File: config.mk
export PLATFORM = sky130hd
export DESIGN_NAME = tdm_frame_serializer
export DESIGN_NICKNAME = d
export VERILOG_FILES = /design/src/rtl/tdm_ser_pkg.sv /design/src/rtl/frame_position_counter.sv /design/src/rtl/slot_shifter.sv /design/src/rtl/frame_marker.sv /design/src/rtl/tdm_frame_serializer.sv
export SDC_FILE = /design/constraint.sdc
export NUM_CORES = 1
export LEC_CHECK = 0
export ABC_AREA = 0
export BUFFER_PORTS_ARGS = -buffer_cell sky130_fd_sc_hd__clkbuf_2
export CAP_MARGIN = 20
export CORE_MARGIN = 2
export CORE_UTILIZATION = 53
export CTS_BUF_LIST = sky130_fd_sc_hd__clkbuf_8
export CTS_CLUSTER_DIAMETER = 40
export DETAILED_ROUTE_END_ITERATION = 8
export GPL_ROUTABILITY_DRIVEN = 0
export PLACE_DENSITY = 0.8
export SYNTH_ARGS = -nofsm -noshare
export SYNTH_HDL_FRONTEND = slang
export SYNTH_SLANG_ARGS = --single-unit
File: constraint.sdc
create_clock -name clk -period 2.09 [get_ports clk]
set_clock_uncertainty 0.1 [all_clocks]
set_input_delay 0.209 -clock clk [delete_from_list [all_inputs] [get_ports clk]]
set_output_delay 0.209 -clock clk [all_outputs]
set_load 0.01 [all_outputs]
File: src/rtl/tdm_ser_pkg.sv
package tdm_ser_pkg;

  // Number of bit times in one frame
  function automatic int unsigned frame_len(input int unsigned slots, input int unsigned bits);
    return slots * bits;
  endfunction

  // Successor of a counter that wraps at limit-1
  function automatic int unsigned wrap_inc(input int unsigned value, input int unsigned limit);
    return (value == limit - 1) ? 0 : value + 1;
  endfunction

  // Which bit of a slot byte goes out in bit time j (most significant first)
  function automatic int unsigned tx_bit_index(input int unsigned j, input int unsigned bits);
    return bits - 1 - j;
  endfunction

endpackage

File: src/rtl/frame_position_counter.sv
module frame_position_counter #(
  parameter int SLOTS = 32,
  parameter int BITS  = 8,
  localparam int SW = $clog2(SLOTS),
  localparam int BW = $clog2(BITS)
) (
  input  logic          clk,
  input  logic          rst,
  output logic [BW-1:0] bit_idx,
  output logic [SW-1:0] slot_idx,
  output logic          running,
  output logic          slot_last,
  output logic [SW-1:0] upcoming_slot
);
  import tdm_ser_pkg::*;

  logic [BW-1:0] bit_q;
  logic [SW-1:0] slot_q;
  logic          run_q;

  // Reset parks the position on the last bit of the last slot, so the
  // first edge after release moves to position 0.
  always_ff @(posedge clk) begin
    if (rst) begin
      bit_q  <= BW'(BITS - 1);
      slot_q <= SW'(SLOTS - 1);
      run_q  <= 1'b0;
    end else begin
      run_q <= 1'b1;
      bit_q <= BW'(wrap_inc(int'(bit_q), BITS));
      if (bit_q == BW'(BITS - 1))
        slot_q <= SW'(wrap_inc(int'(slot_q), SLOTS));
    end
  end

  assign bit_idx       = bit_q;
  assign slot_idx      = slot_q;
  assign running       = run_q;
  assign slot_last     = (bit_q == BW'(BITS - 1));
  assign upcoming_slot = SW'(wrap_inc(int'(slot_q), SLOTS));
endmodule

File: src/rtl/slot_shifter.sv
module slot_shifter #(
  parameter int BITS = 8
) (
  input  logic            clk,
  input  logic            rst,
  input  logic            load,
  input  logic            enable,
  input  logic [BITS-1:0] din,
  output logic            ser_bit
);
  logic [BITS-1:0] shreg_q;

  always_ff @(posedge clk) begin
    if (rst)
      shreg_q <= '0;
    else if (load)
      shreg_q <= din;
    else
      shreg_q <= {shreg_q[BITS-2:0], 1'b0};
  end

  assign ser_bit = enable & shreg_q[BITS-1];
endmodule

File: src/rtl/frame_marker.sv
module frame_marker #(
  parameter int SLOTS = 32,
  parameter int BITS  = 8,
  localparam int SW = $clog2(SLOTS),
  localparam int BW = $clog2(BITS)
) (
  input  logic          running,
  input  logic [SW-1:0] slot_idx,
  input  logic [BW-1:0] bit_idx,
  output logic          mark
);
  assign mark = running && (slot_idx == '0) && (bit_idx == '0);
endmodule

File: src/rtl/tdm_frame_serializer.sv
module tdm_frame_serializer #(
  parameter int SLOTS = 32,
  parameter int BITS  = 8,
  localparam int SW = $clog2(SLOTS),
  localparam int BW = $clog2(BITS)
) (
  input  logic            clk,
  input  logic            rst,
  input  logic [BITS-1:0] slot_byte,
  output logic            fetch_strobe,
  output logic [SW-1:0]   fetch_slot,
  output logic            ser_data,
  output logic            frame_mark
);
  // Named internal events
  logic [BW-1:0] pos_bit;
  logic [SW-1:0] pos_slot;
  logic          line_active;
  logic          slot_ending;
  logic [SW-1:0] next_slot;

  frame_position_counter #(.SLOTS(SLOTS), .BITS(BITS)) u_pos (
    .clk           (clk),
    .rst           (rst),
    .bit_idx       (pos_bit),
    .slot_idx      (pos_slot),
    .running       (line_active),
    .slot_last     (slot_ending),
    .upcoming_slot (next_slot)
  );

  slot_shifter #(.BITS(BITS)) u_shift (
    .clk     (clk),
    .rst     (rst),
    .load    (slot_ending),
    .enable  (line_active),
    .din     (slot_byte),
    .ser_bit (ser_data)
  );

  frame_marker #(.SLOTS(SLOTS), .BITS(BITS)) u_mark (
    .running  (line_active),
    .slot_idx (pos_slot),
    .bit_idx  (pos_bit),
    .mark     (frame_mark)
  );

  assign fetch_strobe = slot_ending;
  assign fetch_slot   = next_slot;
endmodule

; ---- Yosys cells after proc, flatten, opt, wreduce, memory -nomap -nowiden
; Cells that the tools add are included.
[word_totals]
regBits = 17
word_cells = 20
out_inout_bits = 8
in_bits = 10
[classes]
muxes = 4
n_reduce_logical = 5
n_bitwise = 2
n_eq_ne = 2
addsub = 2
[op_table]
columns = op, n
row1 = $mux 8, 1
row2 = $add 5x1->5 const B, 1
row3 = $eq 5x5->1 const B, 1
row4 = $logic_not 5->1, 1
row5 = $mux 5, 1
row6 = $add 3x1->3 const B, 1
row7 = $eq 3x3->1 const B, 1
row8 = $logic_not 3->1, 1
row9 = $mux 3, 1
row10 = $logic_and 1x1->1, 2
row11 = $reduce_or 2->1, 1
row12 = $and 1x1->1, 1
row13 = $mux 1, 1
row14 = $not 1->1, 1

; ---- Logic depth before layout (Yosys ltp)
; Gate-level depths: netlist of run 1.
[depth]
depth_word = 3
ltp_mapped = 6
depth_no_buf = 6

; ---- Cells and area by module
; From an unflattened synthesis of run 1, not the netlist that was laid out.
[hier_totals]
cells_unflattened = 68
area_unflattened_um2 = 703.2
[by_module_without_submodules]
columns = module, n_inst, seq_area_each_um2, area_each_um2, cells_each
row1 = frame_position_counter, 1, 180.2, 392.9, 39
row2 = slot_shifter, 1, 160.2, 289.0, 26
row3 = frame_marker, 1, 0.0, 21.3, 3

; ---- Worst setup path before layout of run 1
; OpenSTA, ideal clock, no wires.
[synth_path]
path_type = register -> register
startpoint = reg u_pos.slot_q[0] (netlist: u_pos.slot_idx[0])
endpoint = reg u_pos.slot_q[3] (netlist: u_pos.slot_idx[3])
required_ps = 1870
setup_time_ps = 120
t_arrival_ps = 1393
path_slack_ps = 477
synth_period_minus_slack_ps = 1613
path_stages_with_launch = 7
path_buffers = 0
path_cell_list = dfxtp_1 > ha_1 > and3_2 > ha_1 > inv_1 > a21bo_1 > a211o_1
[synth_via]
elab_chain_cells = 2
word_cells_on_any_way = 3
cone_classes = add/sub: 1 / eq/ne: 1 / mux: 1
[synth_lines]
columns = item, line
row1 = "start, declared", frame_position_counter.sv:18  ; logic [SW-1:0] slot_q;
row2 = "start signal, assigned", frame_position_counter.sv:26  ; slot_q <= SW'(SLOTS - 1);
row3 = "start signal, assigned", frame_position_counter.sv:32  ; slot_q <= SW'(wrap_inc(int'(slot_q), SLOTS));
row4 = $add 5x1->5 / $eq 5x5->1 (equally long branches), tdm_ser_pkg.sv:10  ; return (value == limit - 1) ? 0 : value + 1;
row5 = $mux 5 (*), tdm_ser_pkg.sv:10
; Every way passes the cells marked *; elsewhere a longest branch is shown, timed or not.
; A chain may end at the register's enable or synchronous reset.

; ---- Final worst setup path of run 1
[layout_path]
startpoint = reg u_pos.slot_q[0] (netlist: u_pos.slot_idx[0])
endpoint = out fetch_slot[2]
[layout_via]
elab_chain_cells = 2
word_cells_on_any_way = 3
cone_classes = add/sub: 1 / eq/ne: 1 / mux: 1
[layout_lines]
columns = item, line
row1 = $add 5x1->5 / $eq 5x5->1 (equally long branches), tdm_ser_pkg.sv:10
row2 = $mux 5 (*), tdm_ser_pkg.sv:10
row3 = "end, declared", tdm_frame_serializer.sv:11  ; output logic [SW-1:0] fetch_slot,
; Marks and branches as above.

==> summary.md, run 1 <==
| Metric | Value |
|---|---|
| Outcome | finished clean |
| Routed via count | 519 |
| Flop pwr share | 40.1% |
| Worst Setup EP | fetch_slot[2] |
| CTS root buffer | clkbuf_8 |
| Sw Ratio | 33.84% |
| Pre-antenna DRT Iters | 3 |
| Die area | 1673 sq um |
| DRC | 0 |
| IR drop worst, VDD | 0.0006702 V |
| Async SR Flop Fraction | 0% |
| Vias/cell | 4.943 |
| Startpoint Class | flip-flop |
| Count leader, synth | dfxtp_1 |
| Fin crit period | 1926 ps |
| Clock power frac | 22.5% |
| Setup Fix Bufs, Post-CTS | 0 |
| Initial antenna violation count | 0 |
| Final ANT Viol Nets | 0 |
| Post_cts resized | 0 |
| Core footprint | 1285 sq um |
| CP max FO | 5 |
| First-pass GRT wire length | 1773 microns |
| Max H-tree Level | 1 |
| Worst-skew pair later-pin latency | 250 ps |
| Final slew viol count | 0 |
| Fin area | 863.3 sq um |
| CTS clock-pin slew for the worst setup and hold paths | 60 ps |
| CP cell instances | ha_1 > and3_2 > ha_1 > nor2_1 > clkbuf_2 |
| Crit. End Element | primary output |
| RSZ-0062 raised after global routing | false |
| Main synth FF type | dfxtp_1 |
| Setup TNS | 0 ps |
| Leak | 0.4362 nW |
| Critical path class | reg -> out |
| Hold/Removal Path Class | in -> reg |
| Slew of the pin with the lowest slew margin | 443.4 ps |
| Die width | 40.91 microns |
| Initial Util | 56.18% |
| Post-synth EDFFs | 0 |
| # diodes | 0 |
| Pwr per Cell Area | 1237 nW/um^2 |
| Syn. warnings | 0 |
| Top post-synthesis cells by area | dfxtp_1, mux2i_1, ha_1 |
| Distinct cell type count after synthesis | 25 |
| Final wirelength | 1177 microns |
| Largest net degree at the start of global routing | 13 |
| Reg2reg setup slack | 360 ps |
| Yosys reg bits | 17 |
| CTS Sinks | 17 |
| CTS buffer count | 3 |
| Layout cells sized above 1 | 28.89% |
| CTS max path bufs | 2 |
| Total GRT Usage | 16.57% |
| Fmax | 0.5192 GHz |
| Endpoints failing hold | 0 |
| Slew HR | 70.44% |
| Synth Instances | 71 |
| NetSw | 0.3613 mW |
| Final Cycle Share | 92.15% |
| Register area share after synthesis | 47.14% |
| Num ports | 18 |
| Wirelength per Cell | 11.21 microns |
| CTS Hold Bufs | 0 |
| Reg2reg end | u_pos.slot_idx[3] |
| Leading area contributor after synthesis | dfxtp_1 |
| CTS tree | yes |
| Nets | 107 |
| Height of the die | 40.91 microns |
| Placement Cell Area | 817.0 sq um |
| Total of max-cap violations | 0 |
| Worst path max stage delay | 340 ps |
| Final setup vio count | 0 |
| Post-Syn Nets | 87 |
| Critical Path RT | 1780 ps |
| Rows | 13 |
| 1st-iter DRT viols | 3 |
| Top cells by count, synth | dfxtp_1, nor2_1, mux2i_1 |
| HP Start | slot_byte[2] |
| Crit-path slowest cell | dfxtp_1 |
| Area growth syn-to-layout | 19.58% |
| Most frequent cell on the critical path | ha_1 |
| Vias in the first global route | 421 |
| Logic pwr share | 37.4% |
| Grt ovf | 0 |
| Crit. Startpoint | u_pos.slot_idx[0] |
| P_int | 0.7064 mW |
| Post-Syn Area per Cell | 10.17 sq um |
| Reg2reg start | u_pos.slot_idx[0] |
| Synth top area share | 47.14% |
| Reg2Reg Depth | 6 |
| # port buffers | 17 |
| Mapped Area | 721.9 sq um |
| WP data arrival | 1620 ps |
worst max-delay path, delay by kind of cell, from the launching register on:
family	cells	cell delay, ps
simple gates	2	400
buf+inv	1	160
fa+ha+maj	2	460
flops	1	340
cells by family after synthesis:
logic type      synth area share [%]
simple gates                   16.99
flops                          47.14
buf+inv                        5.372
mux                            11.09
compound gates                 6.585
fa+ha+maj                      10.40
xor+xnor                       2.427
power by group through the flow:
stage                     Combinational (mW)  Clock, mW  Sequential [mW]
after global placement                 0.392          0            0.434
after CTS                              0.402      0.245            0.428
after floorplan                        0.298          0            0.425
after detailed placement               0.399          0            0.435
final                                  0.399      0.240            0.428
after global routing                   0.447      0.258            0.435
per-stage QoR:
step	power [mW]	utilization, %	std cells	hold WS (ps)	setup slack (ps)
detailed placement	0.8343	63.58	101	353.2	388.5
CTS	1.076	67.19	105	98.66	185.6
global placement	0.8258	63.58	101	338.9	440.5
finish	1.068	67.19	105	98.16	164.0
floorplan	0.7222	-	71	215.5	477.4
global route	1.141	67.19	105	95.36	99.07
layout make-up:
class	instances	area, sq um
Clock buffer	3	41.29
Clock inverter	1	5.005
Fill cell	102	421.7
Inverter	6	22.52
Multi-Input combinational cell	45	342.8
Sequential cell	17	340.3
Tap cell	15	18.77
Timing Repair Buffer	18	92.59
layout by cell type, fill, tap and decap left out, drive strengths merged:
master	synthesis	final
o211ai	2	2
dfxtp	17	17
mux2i	8	8
ha	6	6
nor4b	1	1
clkbuf	1	20
nand2	2	2
xor2	1	1
nand4b	1	1
a211o	2	2
clkinv	0	1
nor2b	1	1
buf	2	1
o21ai	1	1
and2	1	1
and3	2	2
nor2	10	10
nand3	2	2
a21bo	1	1
or2	2	2
inv	6	6
nor4	1	1
xnor2	1	1
routing by layer:
metal | GRT usage, % | wire length, microns | up-vias
li1 | - | - | 275
met1 | 22.90 | 594 | 231
met2 | 22.27 | 520 | 11
met3 | 4.891 | 50 | 2
met4 | 10.00 | 12 | 0
met5 | 0 | 0 | -
worst min path at each step:
| stage | slack [ps] | endpoint | cells after the start |
|---|---|---|---|
| 5_1_grt | 100 | u_shift.shreg_q[5] | 3 |
| 3_5_place_dp | 350 | u_shift.shreg_q[5] | 3 |
| 2_1_floorplan | 220 | u_pos.bit_idx[1] | 1 |
| 6_report | 100 | u_shift.shreg_q[2] | 3 |
| 4_1_cts | 100 | u_shift.shreg_q[5] | 3 |
| 3_3_place_gp | 340 | u_shift.shreg_q[4] | 2 |
sequential cells by signal, indices dropped and copies added, names as in the netlist:
name             count
u_shift.shreg_q      8
u_pos.bit_idx        3
u_pos.running        1
u_pos.slot_idx       5
Power figures use the tool's default switching activity.
==> run 2: changes to the inputs <==
Settings changed: BUFFER_PORTS_ARGS -buffer_cell sky130_fd_sc_hd__clkbuf_2 to -buffer_cell sky130_fd_sc_hd__buf_2, CTS_CLUSTER_DIAMETER 40 to 60.
==> summary.md, run 2 (synthesis gave the netlist of run 1 again) <==
| Metric | Value |
|---|---|
| Pwr per Cell Area | 1227 nW/um^2 |
| Die area | 1673 sq um |
| Crit-path slowest cell | dfxtp_1 |
| Outcome | finished clean |
| # port buffers | 17 |
| Height of the die | 40.91 microns |
| Leak | 0.4369 nW |
| Largest register FFs | 8 |
| # diodes | 0 |
| Layout cells sized above 1 | 28.89% |
| Final ANT Viol Nets | 0 |
| IR drop worst, VDD | 0.0007925 V |
| CP max FO | 5 |
| Num ports | 18 |
| Rows | 13 |
| Vias/cell | 5.105 |
| Slew HR | 76.81% |
| Fmax | 0.5299 GHz |
| CTS Hold Bufs | 0 |
| Largest Register | u_shift.shreg_q |
| CTS root buffer | clkbuf_8 |
| Initial Util | 56.18% |
| Setup Fix Bufs, Post-CTS | 0 |
| Final Cycle Share | 90.29% |
| CTS Sinks | 17 |
| Core footprint | 1285 sq um |
| Largest net degree at the start of global routing | 13 |
| Pre-antenna DRT Iters | 4 |
| Endpoints failing hold | 0 |
| Routed via count | 536 |
| Total of max-cap violations | 0 |
| Post_cts resized | 0 |
| Commonest cells after routing, fill and taps aside | buf_2, dfxtp_1, nor2_1 |
| Final setup vio count | 0 |
| Final cell count without fillers | 105 |
| First-pass GRT wire length | 1911 microns |
| CTS max path bufs | 2 |
| CTS clock-pin slew for the worst setup and hold paths | 60 ps |
| CTS buffer count | 3 |
| Startpoint Class | flip-flop |
| Final slew viol count | 0 |
| Worst-skew pair later-pin latency | 250 ps |
| Vias in the first global route | 494 |
| CP bufs+invs | 1 |
| WP data arrival | 1580 ps |
| Final wirelength | 1172 microns |
| Grt ovf | 0 |
| Wirelength per Cell | 11.16 microns |
| 1st-iter DRT viols | 4 |
| Nets | 107 |
| Crit. End Element | primary output |
| Slew of the pin with the lowest slew margin | 347.8 ps |
| Die width | 40.91 microns |
| RSZ-0062 raised after global routing | false |
| Finished Core Util | 67.19% |
| Total GRT Usage | 17.78% |
| Fin crit period | 1887 ps |
| Critical path class | reg -> out |
| Critical Path RT | 1780 ps |
| CTS tree | yes |
| Hold/Removal Path Class | in -> reg |
| DP Wirelength | 871.5 microns |
| Max H-tree Level | 1 |
| Most frequent cell on the critical path | ha_1 |
| DRC | 0 |
| CP cell instances | ha_1 > and3_2 > ha_1 > nor2_1 > buf_2 |
| Area growth syn-to-layout | 19.58% |
| Placed cell count | 101 |
| Cell family with the largest share of critical-path delay | adder cells |
| Initial antenna violation count | 0 |
| Worst path max stage delay | 340 ps |
| Setup TNS | 0 ps |
-- run 2: worst min-delay path, delay by kind of cell --
family | cells | cell delay (ps)
multiplexers | 1 | 50
AND/OR/NAND/NOR | 1 | 70
buffers and inverters | 1 | 70
-- run 2: stage by stage --
step | hold slack (ps) | power (mW) | setup WS [ps] | instance area, sq um
floorplan | 215.5 | 0.7222 | 477.4 | 721.9
global placement | 339.3 | 0.8200 | 441.5 | 817.0
detailed placement | 350.7 | 0.8335 | 377.8 | 817.0
CTS | 88.38 | 1.076 | 192.9 | 863.3
global route | 93.64 | 1.145 | 98.49 | 863.3
finish | 97.33 | 1.060 | 202.9 | 863.3
-- run 2: routing by layer --
layer | global-route usage [%] | part of all wire [%] | up-vias
li1 | - | - | 275
met1 | 20.40 | 48 | 250
met2 | 29.30 | 47 | 9
met3 | 4.891 | 3.3 | 2
met4 | 10.00 | 0.51 | 0
met5 | 0 | 0 | -
-- run 2: layout make-up --
cell class	count	area, sq um
sequential	17	340.3
multi-input combinational	45	342.8
fill	112	421.7
timing repair buffer	18	92.59
clock inverter	1	5.005
tap	15	18.77
inverter	6	22.52
clock buffer	3	41.29
-- run 2: power breakdown --
part	leakage [nW]	internal (mW)	total, mW	switching (mW)
Combinational	0.271	0.189	0.395	0.206
Clock	0.0255	0.132	0.236	0.104
Sequential	0.141	0.385	0.428	0.0432
Total	0.437	0.706	1.06	0.353
-- run 2: path summary, 6_finish.rpt --
| path | from | end | slack, ps | depth (start not counted) |
|---|---|---|---|---|
| max | u_pos.slot_idx[0] | fetch_slot[2] | 200 | 5 |
| min | slot_byte[1] | u_shift.shreg_q[1] | 100 | 3 |
| max reg2reg | u_pos.slot_idx[1] | u_pos.slot_idx[3] | 370 | 6 |
| min reg2reg | u_shift.shreg_q[4] | u_shift.shreg_q[5] | 370 | 2 |
==> run 3: changes to the inputs <==
Settings changed: ABC_AREA 0 to 1, CAP_MARGIN 20 to 40, PLACE_DENSITY 0.8 to 0.79.
==> summary.md, run 3 <==
| Metric | Value |
|---|---|
| Outcome | finished clean |
| CTS Sinks | 17 |
| Met3 WL post-DR | 60 microns |
| Total GRT Usage | 17.65% |
| Commonest cells after routing, fill and taps aside | nor2_1, buf_2, dfxtp_1 |
| Register area share after synthesis | 46.74% |
| Fmax | 0.5515 GHz |
| Final Cycle Share | 86.75% |
| Top cells by count, synth | nor2_1, dfxtp_1, nand2_1 |
| CTS root buffer | clkbuf_8 |
| Reg2reg setup slack | 410 ps |
| # port buffers | 17 |
| Wirelength per Cell | 10.39 microns |
| CTS Hold Bufs | 0 |
| Slew of the pin with the lowest slew margin | 519.4 ps |
| Nets | 124 |
| Tot Pwr | 1.021 mW |
| Post-Syn Nets | 105 |
| Final slew viol count | 0 |
| Worst Setup EP | fetch_slot[2] |
| Critical Path RT | 1780 ps |
| WL met2 | 568 microns |
| Reg2reg end | u_pos.slot_idx[2] |
| Final setup vio count | 0 |
| Layout cells sized above 1 | 24.30% |
| Post-Syn Area per Cell | 8.182 sq um |
| Die area | 1686 sq um |
| Yosys reg bits | 17 |
| Synth Instances | 89 |
| Reg2Reg Depth | 5 |
| 1st-iter DRT viols | 11 |
| Vias in the first global route | 434 |
| IR drop worst, VDD | 0.0007313 V |
| CP max FO | 5 |
| Largest Register | u_shift.shreg_q |
| Finished Core Util | 65.73% |
| Area growth syn-to-layout | 15.98% |
| Largest register FFs | 8 |
| Post-synth EDFFs | 0 |
| Synth top area share | 46.74% |
| Metal-1 WL | 626 microns |
| Leading area contributor after synthesis | dfxtp_1 |
| Initial antenna violation count | 0 |
| Async SR Flop Fraction | 0% |
| Crit. End Element | primary output |
| Syn. warnings | 0 |
| CTS tree | yes |
| Vias/cell | 4.844 |
| Final ANT Viol Nets | 0 |
| Top post-synthesis cells by area | dfxtp_1, ha_1, nor2_1 |
| Setup TNS | 0 ps |
| Most common cell after layout, fill and taps aside | nor2_1 |
| CTS clock-pin slew for the worst setup and hold paths | 60 ps |
| RSZ-0062 raised after global routing | false |
| Fin crit period | 1813 ps |
| Routed via count | 591 |
| Largest net degree at the start of global routing | 18 |
| CTS buffer count | 3 |
| WP data arrival | 1500 ps |
| Num ports | 18 |
| Critical path class | reg -> out |
| DP Wirelength | 914 microns |
| Leak | 0.4510 nW |
| CTS max path bufs | 2 |
| Height of the die | 41.07 microns |
| Final wirelength | 1267 microns |
| Pre-antenna DRT Iters | 4 |
| Mapped Area | 728.2 sq um |
| Total of max-cap violations | 0 |
| Die width | 41.07 microns |
| Core footprint | 1285 sq um |
| DRC | 0 |
| First-pass GRT wire length | 1835 microns |
| Crit. Startpoint | u_pos.slot_idx[0] |
| Distinct cell type count after synthesis | 16 |
| Main synth FF type | dfxtp_1 |
| Endpoints failing hold | 0 |
| Startpoint Class | flip-flop |
| Reg2reg start | u_pos.bit_idx[0] |
| Count leader, synth | nor2_1 |
| Rows | 13 |
| Pwr per Cell Area | 1209 nW/um^2 |
| Worst Hold Margin | 74.07 ps |
| Top Metal Used | met4 |
| Setup Fix Bufs, Post-CTS | 0 |
| Slew HR | 65.37% |
| # diodes | 0 |
| Max H-tree Level | 1 |
| Grt ovf | 0 |
| Hold/Removal Path Class | in -> reg |
| Initial Util | 56.67% |
| Post_cts resized | 0 |
| Worst-skew pair later-pin latency | 250 ps |
run 3: area by class of cell:
| type | instances | area [sq um] |
|---|---|---|
| clock buffers | 3 | 41.29 |
| clock inverters | 1 | 5.005 |
| repair buffers | 17 | 85.08 |
| inverters | 10 | 37.54 |
| fillers | 107 | 440.4 |
| well taps | 15 | 18.77 |
| flip-flops and latches | 17 | 340.3 |
| multi-input cells | 59 | 316.6 |
run 3: cells by family (layout without fill, tap and decap cells):
group	count (synthesis)	count (layout)	synth area share, %
AOI/OAI and AO/OA	15	15	11.17
adders and majority gates	6	6	10.31
buffers and inverters	13	31	9.793
DFF	17	17	46.74
and+or+nand+nor	38	38	21.99
run 3: metal layers:
metal | vias to the layer above | global-route usage (%)
met4 | 0 | 10.00
met1 | 253 | 22.33
met2 | 18 | 26.56
met5 | - | 0
li1 | 318 | -
met3 | 2 | 4.891
run 3: critical path: stages, from the launching register on:
cell and delay [ps]:
dfxtp_1 390, ha_1 170, nand2_1 70, nor2_1 110, ha_1 190, inv_1 60
nand3_1 100, inv_1 40, buf_2 130
run 3: worst min path at each step:
stage                       startpoint                 end  slack [ps]  cells past startpoint
after floorplan                    rst  u_shift.shreg_q[0]         180                      1
after global placement    slot_byte[0]  u_shift.shreg_q[0]         330                      3
after detailed placement  slot_byte[3]  u_shift.shreg_q[3]         330                      3
after CTS                 slot_byte[3]  u_shift.shreg_q[3]          70                      3
after global routing      slot_byte[6]  u_shift.shreg_q[6]          80                      3
final                     slot_byte[3]  u_shift.shreg_q[3]          70                      3
run 3: where the power goes:
part	internal (mW)	leakage, nW	total [mW]	switching (mW)
sequential	0.393	0.141	0.436	0.0436
clock	0.132	0.0255	0.239	0.107
combinational	0.142	0.284	0.346	0.205
total	0.666	0.451	1.02	0.355
run 3: through the flow:
stage / instance area (sq um) / instances / worst slack (ps)
2_1_floorplan: 728.2 / 89 / 716.6
3_3_place_gp: 798.3 / 118 / 413.4
3_5_place_dp: 798.3 / 118 / 392.2
4_1_cts: 844.6 / 122 / 266.1
5_1_grt: 844.6 / 122 / 90.64
6_report: 844.6 / 122 / 276.8
